===== src/rtl/p2w_pkg.sv =====
package p2w_pkg;

   typedef enum logic [2:0] {
      ST_IDLE,
      ST_START,
      ST_BIT_LO,
      ST_BIT_HI,
      ST_STOP_LO,
      ST_STOP_HI
   } p2w_state_e;

   // slot counter within one byte: 0..7 data, 8 parity
   localparam int POS_W = 4;
   localparam logic [POS_W-1:0] PAR_POS = 4'd8;

   // bit that makes the nine-bit group hold an odd number of ones
   function automatic logic odd_par(input logic [7:0] b);
      return ~^b;
   endfunction

endpackage


===== src/rtl/p2w_halftimer.sv =====
module p2w_halftimer #(
   parameter int DIV_W = 8,
   parameter int DLY_W = 3
) (
   input  logic             clk,
   input  logic             rst_n,
   input  logic             run,
   input  logic [DIV_W-1:0] div,
   input  logic [DLY_W-1:0] dly,
   output logic             half_end,
   output logic             drv_pt
);
   localparam logic [DIV_W-1:0] DIV_MIN = DIV_W'(2);
   localparam logic [DIV_W-1:0] ONE     = DIV_W'(1);

   logic [DIV_W-1:0] div_eff;
   logic [DIV_W-1:0] dly_eff;
   logic [DIV_W-1:0] cnt;

   always_comb begin
      div_eff = (div < DIV_MIN) ? DIV_MIN : div;
      dly_eff = (dly == '0) ? ONE : DIV_W'(dly);
      if (dly_eff > div_eff - ONE) begin
         dly_eff = div_eff - ONE;
      end
   end

   always_ff @(posedge clk or negedge rst_n) begin
      if (!rst_n) begin
         cnt <= '0;
      end else if (!run || half_end) begin
         cnt <= '0;
      end else begin
         cnt <= cnt + ONE;
      end
   end

   assign half_end = run && (cnt == div_eff - ONE);
   assign drv_pt   = run && (cnt == dly_eff - ONE);

endmodule


===== src/rtl/p2w_bitsrc.sv =====
module p2w_bitsrc
   import p2w_pkg::*;
#(
   parameter int MAX_BYTES = 8,
   parameter int BC_W      = 4
) (
   input  logic                   rd,
   input  logic                   hdr,
   input  logic [7:0]             addr,
   input  logic [MAX_BYTES*8-1:0] wdata,
   input  logic [BC_W-1:0]        bcnt,
   input  logic [POS_W-1:0]       pos,
   output logic                   bit_val,
   output logic                   bit_rx
);
   logic [7:0] lane [MAX_BYTES+1];
   logic [7:0] cur;

   assign lane[0] = addr;
   for (genvar g = 0; g < MAX_BYTES; g++) begin : g_lane
      assign lane[g+1] = wdata[g*8 +: 8];
   end

   always_comb begin
      cur = lane[bcnt];
      if (hdr) begin
         bit_val = rd;
      end else if (pos == PAR_POS) begin
         bit_val = odd_par(cur);
      end else begin
         bit_val = cur[~pos[2:0]];
      end
   end

   assign bit_rx = !hdr && rd && (bcnt != '0);

endmodule


===== src/rtl/p2w_rxcap.sv =====
module p2w_rxcap
   import p2w_pkg::*;
#(
   parameter int MAX_BYTES = 8,
   parameter int BC_W      = 4
) (
   input  logic                   clk,
   input  logic                   rst_n,
   input  logic                   clr,
   input  logic                   smp,
   input  logic                   sda,
   input  logic [BC_W-1:0]        bcnt,
   input  logic [POS_W-1:0]       pos,
   output logic [MAX_BYTES*8-1:0] rdata,
   output logic                   perr
);
   logic [7:0] sh;
   logic       par_slot;

   assign par_slot = smp && (pos == PAR_POS);

   always_ff @(posedge clk or negedge rst_n) begin
      if (!rst_n) begin
         sh   <= '0;
         perr <= 1'b0;
      end else begin
         if (clr) begin
            perr <= 1'b0;
         end else if (par_slot && (sda != odd_par(sh))) begin
            perr <= 1'b1;
         end
         if (smp && !par_slot) begin
            sh <= {sh[6:0], sda};
         end
      end
   end

   for (genvar g = 0; g < MAX_BYTES; g++) begin : g_store
      logic [7:0] q;
      always_ff @(posedge clk or negedge rst_n) begin
         if (!rst_n) begin
            q <= '0;
         end else if (par_slot && (bcnt == BC_W'(g + 1))) begin
            q <= sh;
         end
      end
      assign rdata[g*8 +: 8] = q;
   end

endmodule


===== src/rtl/p2w_engine.sv =====
module p2w_engine
   import p2w_pkg::*;
#(
   parameter int  MAX_BYTES = 8,
   parameter int  DIV_W     = 8,
   parameter int  DLY_W     = 3,
   localparam int LEN_W     = $clog2(MAX_BYTES)
) (
   input  logic                   clk,
   input  logic                   rst_n,
   input  logic                   start_i,
   input  logic                   rd_i,
   input  logic [LEN_W-1:0]       len_i,
   input  logic [7:0]             addr_i,
   input  logic [MAX_BYTES*8-1:0] wdata_i,
   input  logic [DIV_W-1:0]       div_i,
   input  logic [DLY_W-1:0]       dly_i,
   input  logic                   sda_i,
   output logic                   scl_o,
   output logic                   sda_o,
   output logic                   sda_oe_o,
   output logic                   busy_o,
   output logic                   done_o,
   output logic                   err_o,
   output logic [MAX_BYTES*8-1:0] rdata_o
);
   localparam int BC_W = LEN_W + 1;

   if (MAX_BYTES < 2 || (MAX_BYTES & (MAX_BYTES - 1)) != 0) begin : g_bad_bytes
      $error("MAX_BYTES must be a power of two of at least 2");
   end
   if (DIV_W < 2 || DLY_W < 1 || DLY_W > DIV_W) begin : g_bad_timing
      $error("DIV_W must be at least 2 and DLY_W must lie in 1..DIV_W");
   end

   p2w_state_e             state;
   logic                   rd_q;
   logic [LEN_W-1:0]       len_q;
   logic [7:0]             addr_q;
   logic [MAX_BYTES*8-1:0] wdata_q;
   logic [DIV_W-1:0]       div_q;
   logic [DLY_W-1:0]       dly_q;
   logic [BC_W-1:0]        bcnt;
   logic [POS_W-1:0]       pos;
   logic                   hdr;
   logic                   scl_q, sda_q, oe_q, done_q, err_q;

   logic                   run, half_end, drv_pt;
   logic                   bit_val, bit_rx, perr, smp, clr;
   logic [BC_W-1:0]        last_b;

   assign run    = (state != ST_IDLE);
   assign last_b = BC_W'(len_q) + BC_W'(1);
   assign smp    = (state == ST_BIT_LO) && half_end && bit_rx;
   assign clr    = (state == ST_IDLE) && start_i;

   p2w_halftimer #(.DIV_W(DIV_W), .DLY_W(DLY_W)) i_timer (
      .clk      (clk),
      .rst_n    (rst_n),
      .run      (run),
      .div      (div_q),
      .dly      (dly_q),
      .half_end (half_end),
      .drv_pt   (drv_pt)
   );

   p2w_bitsrc #(.MAX_BYTES(MAX_BYTES), .BC_W(BC_W)) i_bitsrc (
      .rd      (rd_q),
      .hdr     (hdr),
      .addr    (addr_q),
      .wdata   (wdata_q),
      .bcnt    (bcnt),
      .pos     (pos),
      .bit_val (bit_val),
      .bit_rx  (bit_rx)
   );

   p2w_rxcap #(.MAX_BYTES(MAX_BYTES), .BC_W(BC_W)) i_rxcap (
      .clk   (clk),
      .rst_n (rst_n),
      .clr   (clr),
      .smp   (smp),
      .sda   (sda_i),
      .bcnt  (bcnt),
      .pos   (pos),
      .rdata (rdata_o),
      .perr  (perr)
   );

   always_ff @(posedge clk or negedge rst_n) begin
      if (!rst_n) begin
         state   <= ST_IDLE;
         rd_q    <= 1'b0;
         len_q   <= '0;
         addr_q  <= '0;
         wdata_q <= '0;
         div_q   <= '0;
         dly_q   <= '0;
         bcnt    <= '0;
         pos     <= '0;
         hdr     <= 1'b0;
         scl_q   <= 1'b1;
         sda_q   <= 1'b1;
         oe_q    <= 1'b1;
         done_q  <= 1'b0;
         err_q   <= 1'b0;
      end else begin
         done_q <= 1'b0;
         err_q  <= 1'b0;
         case (state)
            ST_IDLE: begin
               if (start_i) begin
                  rd_q    <= rd_i;
                  len_q   <= len_i;
                  addr_q  <= addr_i;
                  wdata_q <= wdata_i;
                  div_q   <= div_i;
                  dly_q   <= dly_i;
                  bcnt    <= '0;
                  pos     <= '0;
                  hdr     <= 1'b1;
                  sda_q   <= 1'b0;
                  oe_q    <= 1'b1;
                  state   <= ST_START;
               end
            end
            ST_START: begin
               if (half_end) begin
                  scl_q <= 1'b0;
                  state <= ST_BIT_LO;
               end
            end
            ST_BIT_LO: begin
               if (drv_pt) begin
                  if (bit_rx) begin
                     oe_q  <= 1'b0;
                     sda_q <= 1'b1;
                  end else begin
                     oe_q  <= 1'b1;
                     sda_q <= bit_val;
                  end
               end
               if (half_end) begin
                  scl_q <= 1'b1;
                  state <= ST_BIT_HI;
               end
            end
            ST_BIT_HI: begin
               if (half_end) begin
                  scl_q <= 1'b0;
                  state <= ST_BIT_LO;
                  if (hdr) begin
                     hdr <= 1'b0;
                  end else if (pos == PAR_POS) begin
                     if (bcnt == last_b) begin
                        state <= ST_STOP_LO;
                     end else begin
                        bcnt <= bcnt + BC_W'(1);
                        pos  <= '0;
                     end
                  end else begin
                     pos <= pos + POS_W'(1);
                  end
               end
            end
            ST_STOP_LO: begin
               if (drv_pt) begin
                  oe_q  <= 1'b1;
                  sda_q <= 1'b0;
               end
               if (half_end) begin
                  scl_q <= 1'b1;
                  state <= ST_STOP_HI;
               end
            end
            ST_STOP_HI: begin
               if (half_end) begin
                  sda_q  <= 1'b1;
                  done_q <= 1'b1;
                  err_q  <= perr;
                  state  <= ST_IDLE;
               end
            end
            default: state <= ST_IDLE;
         endcase
      end
   end

   assign scl_o    = scl_q;
   assign sda_o    = sda_q;
   assign sda_oe_o = oe_q;
   assign busy_o   = run;
   assign done_o   = done_q;
   assign err_o    = err_q;

endmodule


===== config.mk =====
export PLATFORM = sky130hd
export DESIGN_NAME = p2w_engine
export DESIGN_NICKNAME = d
export VERILOG_FILES = /design/src/rtl/p2w_pkg.sv /design/src/rtl/p2w_halftimer.sv /design/src/rtl/p2w_bitsrc.sv /design/src/rtl/p2w_rxcap.sv /design/src/rtl/p2w_engine.sv
export SDC_FILE = /design/constraint.sdc
export NUM_CORES = 1
export LEC_CHECK = 0
export BUFFER_PORTS_ARGS = -buffer_cell sky130_fd_sc_hd__buf_2
export CAP_MARGIN = 20
export CORE_AREA = 5 5 149 166
export CTS_CLUSTER_SIZE = 20
export DETAILED_ROUTE_END_ITERATION = 10
export DIE_AREA = 0 0 154 171
export PLACE_DENSITY = 0.73
export SLEW_MARGIN = 40
export SYNTH_ARGS = -nofsm -noshare
export SYNTH_HDL_FRONTEND = slang
export SYNTH_SLANG_ARGS = --single-unit

===== constraint.sdc =====
create_clock -name clk -period 4.3 [get_ports clk]
set_input_delay 0.215 -clock clk [delete_from_list [all_inputs] [get_ports clk]]
set_output_delay 0.215 -clock clk [all_outputs]
set_load 0.005 [all_outputs]

# Yosys cells after proc, flatten, opt, wreduce, memory -nomap -nowiden
# Index checks and enable logic that the tools add are counted.
dict set report word_totals {
  regBits 185
  input_bits 91
  output_inout_bits 70
}
dict set report op_classes {
  addsub 6
  order_cmp 4
  n_eq_ne 32
  n_mux 52
  bitwise 2
  n_reduce_logical 43
}
# op n
set op_table {}
lappend op_table {{$mux W8} 5}
lappend op_table {{$mux W4} 9}
lappend op_table {{$bmux W8 S4} 1}
lappend op_table {{$mux W3} 10}
lappend op_table {{$ne A2 B2 Y1 const B} 11}
lappend op_table {{$mux W1} 19}
lappend op_table {{$logic_and A1 B1 Y1} 18}
lappend op_table {{$pmux W3 S6} 1}
lappend op_table {{$eq A4 B3 Y1 const B} 4}
lappend op_table {{$eq A8 B8 Y1} 2}
lappend op_table {{$pmux W4 S2} 2}
lappend op_table {{$reduce_xnor A8 Y1} 2}
lappend op_table {{$sub A8 B1 Y8 const B} 2}
lappend op_table {{$reduce_and A6 Y1} 2}
lappend op_table {{$reduce_and A5 Y1} 2}
lappend op_table {{$add A4 B1 Y4 const B} 2}
lappend op_table {{$add A8 B1 Y8 const B} 1}
lappend op_table {{$eq A4 B2 Y1 const B} 2}
lappend op_table {{$eq A4 B4 Y1 const B} 2}
lappend op_table {{$gt A8 B8 Y1} 1}
lappend op_table {{$lt A8 B2 Y1 const B} 1}
lappend op_table {{$reduce_bool A4 Y1} 2}
lappend op_table {{$eq A3 B2 Y1 const B} 2}
lappend op_table {{$eq A3 B3 Y1 const B} 2}
lappend op_table {{other kinds (24)} 34}

# Logic depth before layout (Yosys ltp)
dict set report logic_depth {
  depth_word 11
  depth_mapped 21
}

# By module
# Synthesis repeated with hierarchy kept, for this count alone.
dict set report unflattened {
  cells_unflattened 870
  hier_area_um2 9076.2
}
# mod instances cells_each area_each_um2
set modules_own_cells {}
lappend modules_own_cells {p2w_engine 1 490 4332.9}
lappend modules_own_cells {p2w_rxcap 1 184 2961.6}
lappend modules_own_cells {p2w_halftimer 1 99 902.1}
lappend modules_own_cells {p2w_bitsrc 1 97 879.6}

# Worst setup path after synthesis
# Ideal clock, no wire load.
dict set report synth_timing {
  path_type {register to register}
  start {register div_q[4]}
  end {register sda_q, in the netlist sda_o}
  setup_ns 0.090
  arrival_ns 4.364
  t_required_ns 4.210
  slack_ns -0.155
  path_stages_with_launch 18
  path_buffers 0
  cell_sequence {dfrtp_1 nor4_1 a21oi_1 ha_1 xnor2_1 ha_1 a32oi_1 and4_1 a21boi_0 or2_2 ha_1 xor2_1 and4_1 a2111oi_4 a2111oi_4 a41o_1 a221oi_1 o22ai_1}
}
dict set report synth_via {
  elab_chain_cells 10
}
# element line
set synth_lines {}
lappend synth_lines {{start, declared} p2w_engine.sv:41} ;# logic [DIV_W-1:0] div_q;
lappend synth_lines {{start signal, assigned} p2w_engine.sv:117} ;# div_q <= div_i;
lappend synth_lines {{$lt A8 B2 Y1} p2w_halftimer.sv:21} ;# div_eff = (div < DIV_MIN) ? DIV_MIN : div;
lappend synth_lines {{$mux W8 *} p2w_halftimer.sv:21}
lappend synth_lines {{$sub A8 B1 Y8 *} {p2w_halftimer.sv:23, p2w_halftimer.sv:24, p2w_halftimer.sv:38}}
lappend synth_lines {{$gt A8 B8 Y1} p2w_halftimer.sv:23} ;# if (dly_eff > div_eff - ONE) begin
lappend synth_lines {{$mux W8} p2w_halftimer.sv:23}
lappend synth_lines {{$sub A8 B1 Y8} p2w_halftimer.sv:39} ;# assign drv_pt = run && (cnt == dly_eff - ONE);
lappend synth_lines {{$eq A8 B8 Y1} p2w_halftimer.sv:39}
lappend synth_lines {{$logic_and A1 B1 Y1} p2w_halftimer.sv:39}
lappend synth_lines {{$ne A2 B2 Y1 (no line)} -}
lappend synth_lines {{$reduce_and A5 Y1 (no line) *} -}
lappend synth_lines {{end signal, assigned} p2w_engine.sv:140} ;# sda_q <= bit_val;
lappend synth_lines {{end, declared} p2w_engine.sv:46} ;# logic scl_q, sda_q, oe_q, done_q, err_q;
# Mark *: on every way between the ends. The rest lies on a longest branch, timed or not.
# A chain may end at the register's enable or synchronous reset.

# Worst setup path after layout
dict set report layout_timing {
  start {register div_q[5]}
  end {register oe_q, in the netlist sda_oe_o}
}
dict set report layout_via {
  elab_chain_cells 10
}
# element line
set layout_lines {}
lappend layout_lines {{$lt A8 B2 Y1} p2w_halftimer.sv:21}
lappend layout_lines {{$mux W8 *} p2w_halftimer.sv:21}
lappend layout_lines {{$sub A8 B1 Y8 *} {p2w_halftimer.sv:23, p2w_halftimer.sv:24}}
lappend layout_lines {{$gt A8 B8 Y1} p2w_halftimer.sv:23}
lappend layout_lines {{$mux W8 *} p2w_halftimer.sv:23}
lappend layout_lines {{$sub A8 B1 Y8 *} p2w_halftimer.sv:39}
lappend layout_lines {{$eq A8 B8 Y1 *} p2w_halftimer.sv:39}
lappend layout_lines {{$logic_and A1 B1 Y1 *} p2w_halftimer.sv:39}
lappend layout_lines {{$ne A2 B2 Y1 (no line)} -}
lappend layout_lines {{$reduce_and A4 Y1 (no line) *} -}
lappend layout_lines {{end signal, assigned} p2w_engine.sv:104} ;# oe_q <= 1'b1;
lappend layout_lines {{end signal, assigned} p2w_engine.sv:123} ;# oe_q <= 1'b1;
lappend layout_lines {{end signal, assigned} p2w_engine.sv:136} ;# oe_q <= 1'b0;
lappend layout_lines {{end, declared} p2w_engine.sv:46}
# Marked as above.

==> metrics.txt <==
clock share of power=21.2%; Num CTS Buffers=17; most used cell, CP=ha_4; Post-Synth XOR/XNOR Area=4.24%; post-synthesis adder-cell area fraction=1.81%; Post-synth top cells=nand2_1 (281), dfrtp_1 (182), mux2_2 (70), clkbuf_1 (40), mux2i_1 (33); Async S/R FF share, synth=100%; Worst Hold Slack=0.00808 ns; Distinct cells, synth=66; post-synthesis net count=993; Gate power share=42.1%; critical path, cell by cell=nor4_4 > a21bo_2 > ha_4 > xnor2_4 > ha_4 > nand3b_1 > a32oi_2 > buf_4 > nand4_1 > nor3_2 > or2_4 > ha_4 > xor2_4 > nand2_1 > a21oi_2 > a2111oi_4 > a2111oi_4 > and2_4 > o311ai_2 > o2bb2a_2; Via Count=7249; net load switching power=2.85 mW; gpl congestion=0.853; Tot Pwr=7.25 mW; clk sinks=185; Mean Syn Cell Area=10.1 µm²; clock latency on the worst-skew pair=0.43 ns; primary flip-flop cell chosen by synthesis mapping=dfrtp_1; count leader, synth=nand2_1; largest family of logic cells by synthesized area=simple AND/OR/NAND/NOR gates; Worst Path Arrival=4.79 ns; Final Cycle Share=103%; worst path bufs/invs=1; peak supply drop=0.000274 V; CP max-delay cell=a2111oi_4; area leader, netlist=dfrtp_1; Hold Vio Cnt, Final=0; n_diodes=0; minimum clock period=4.42 ns; Post-Place Worst Slack=-0.255 ns; initial antenna violation count=0; CTS tree=yes; crit path launch type=register; maximum root-to-sink buffer count=2; vias in the first global route=7575; CP top delay family=compound AO/OA/AOI/OAI gates; First-pass DRT Iterations=5; worst slew pin tran=0.736 ns; Setup CP Type=register to register; Remaining DRCs=0; Setup Skew=0.0128 ns; CP Capture Type=register; clock slew at reported path FFs=0.07 ns; cell leakage power=5.89 nW; Area Overhead vs Synth=29.2%; drt total wl=24000 µm; input/output buffers=160; RSZ-0062 raised after global routing=true; # IOs=161; post-synthesis compound-gate area fraction=7.86%; top-area cell type share of the netlist area=50.6%; Rows=59; layout cell share with drive strength beyond 1=30.4%; pin count of the biggest net entering global routing=123; switching share of power=39.3%; Mapped Cells=889; root buffer cell=clkbuf_16; Die X-Extent=154 µm; TNS Setup=-0.199 ns; Initial Util=39.0%; Crit Path Max Fanout=6; post-place instance area=10200 µm²; GRT Overall Usage=18.2%; gr ovfl total=0; DIE HEIGHT=171 µm; Pwr Density=624 nW/µm²; Wirelength per Cell=16.9 µm; Finished Cell Area=11600 µm²; Synth area leaders=dfrtp_1 (51%), nand2_1 (12%), mux2_2 (8.8%); failing checks=negative setup slack; first-pass GRT wire length=38700 µm; critical path's largest stage delay=0.44 ns; cell-internal power=4.40 mW; 1st-iter DRT viols=392; Post-DP HPWL=15900 µm; Critical Path RT=4.67 ns; max-slew violations=0; Synth Cell Area=8990 µm²; post-DR vias/cell=5.09; Yosys warnings=0; FILL cells=2101; die area=26300 µm²; Post-Synth Simple-Gate Area=19.4%; max_cap viols=0; H-tree level count=4; number of flops mapped to enable cells by yosys=0; Slew HR=50.9%; Antenna Nets Post-Route=0; status=finished, violations left; Setup WS post-layout=-0.120 ns; part of the power in registers=36.7%; post-synthesis sequential area ratio=51.5%; FMAX=226 MHz; final setup fails=2; post-synthesis mux area share=12.7%; Synth Register Bits=185; area of the core=23000 µm²; worst hold-check path type=primary input to register; fin nets=1211
==> per-layer routing <==
layer  vias to the layer above  GRT usage, %  wire length, µm
li1                       3447             -                -
met1                      3518          23.2            10100
met2                       227          31.3            12100
met3                        57          3.04             1060
met4                         0          6.45              727
met5                         -             0                0
==> area by class of cell <==
cell class | instances | area [µm²] | share of cell area (%)
Multi-Input combinational cell | 645 | 4340 | 37.4
Timing Repair Buffer | 247 | 1640 | 14.1
Clock inverter | 15 | 154 | 1.32
Inverter | 11 | 41.3 | 0.355
Clock buffer | 17 | 425 | 3.66
Sequential cell | 185 | 4640 | 39.9
Tap cell | 305 | 382 | 3.28
==> path summary, 6_finish.rpt <==
check / from / end / slack [ns] / cells after the start
setup reg to reg: div_q[5]$_DFFE_PN0P_ / sda_oe_o$_DFFE_PN1P_ / -0.12 / 20
hold reg to reg: wdata_q[6]$_DFFE_PN0P_ / wdata_q[6]$_DFFE_PN0P_ / 0.48 / 2
min in group asynchronous: rst_n / done_o$_DFF_PN0_ / 0.37 / 2
setup / recovery: div_q[5]$_DFFE_PN0P_ / sda_oe_o$_DFFE_PN1P_ / -0.12 / 20
max in group asynchronous: rst_n / wdata_q[62]$_DFFE_PN0P_ / 2.96 / 3
hold / removal: wdata_i[60] / wdata_q[60]$_DFFE_PN0P_ / 0.008 / 3
==> worst reg2reg max path: cells and delay by family, from the launching register on <==
kind	cells	cell delay (ns)
xor gates and xnor gates	2	0.30
DFF	1	0.43
AOI/OAI and AO/OA	7	1.47
buffers and inverters	1	0.15
adders and majority gates	3	0.62
and+or+nand+nor	7	1.39
==> placed cells by master (no fill, tap or decap), drive strengths merged, types with 18 or more instances in the layout <==
cell type and count:
o21ai 21, mux2 72, nand2 288, clkbuf 18, dfrtp 182, nand3 24, buf 183, dlygate4sd3 63
xnor2 25, nor2 27, mux2i 33
==> metrics by stage <==
| stage | cells | utilization [%] |
|---|---|---|
| finish | 1425 | 50.5 |
| global route | 1425 | 50.5 |
| CTS | 1419 | 49.6 |
| detailed placement | 1323 | 44.1 |
| global placement | 1323 | 44.1 |
| floorplan | 889 | - |
==> power by group through the flow <==
stage,Sequential [mW],Clock (mW),Combinational (mW)
2_1_floorplan,2.46,0,2.01
3_3_place_gp,2.64,0,2.45
3_5_place_dp,2.66,0,2.53
4_1_cts,2.64,1.56,2.68
5_1_grt,2.73,1.63,3.39
6_report,2.66,1.54,3.05
==> repair_timing <==
| action | in CTS | in global routing |
|---|---|---|
| gates resized for setup | 11 | 22 |
| hold endpoints to repair | 179 | 0 |
| buffers inserted | 1 | 6 |
| hold buffers | 63 | 0 |
| pin swaps | 7 | 17 |
| endpoints found under the setup margin | 2 | 2 |
==> sequential cells by signal, indices dropped and copies added (netlist names), 3 cells and up <==
| register | count |
|---|---|
| addr_q | 8 |
| bcnt | 4 |
| div_q | 8 |
| dly_q | 3 |
| i_rxcap.g_store.q | 64 |
| i_rxcap.sh | 8 |
| i_timer.cnt | 8 |
| len_q | 3 |
| pos | 4 |
| state | 3 |
| wdata_q | 64 |
==> cell families after synthesis <==
logic type | Yosys count
flip-flops | 185
multiplexers | 105
AND/OR/NAND/NOR | 396
XOR/XNOR | 42
adder cells (fa/ha/maj) | 13
AO/OA/AOI/OAI | 89
buffers and inverters | 59
(Power assumes the default switching activity.)
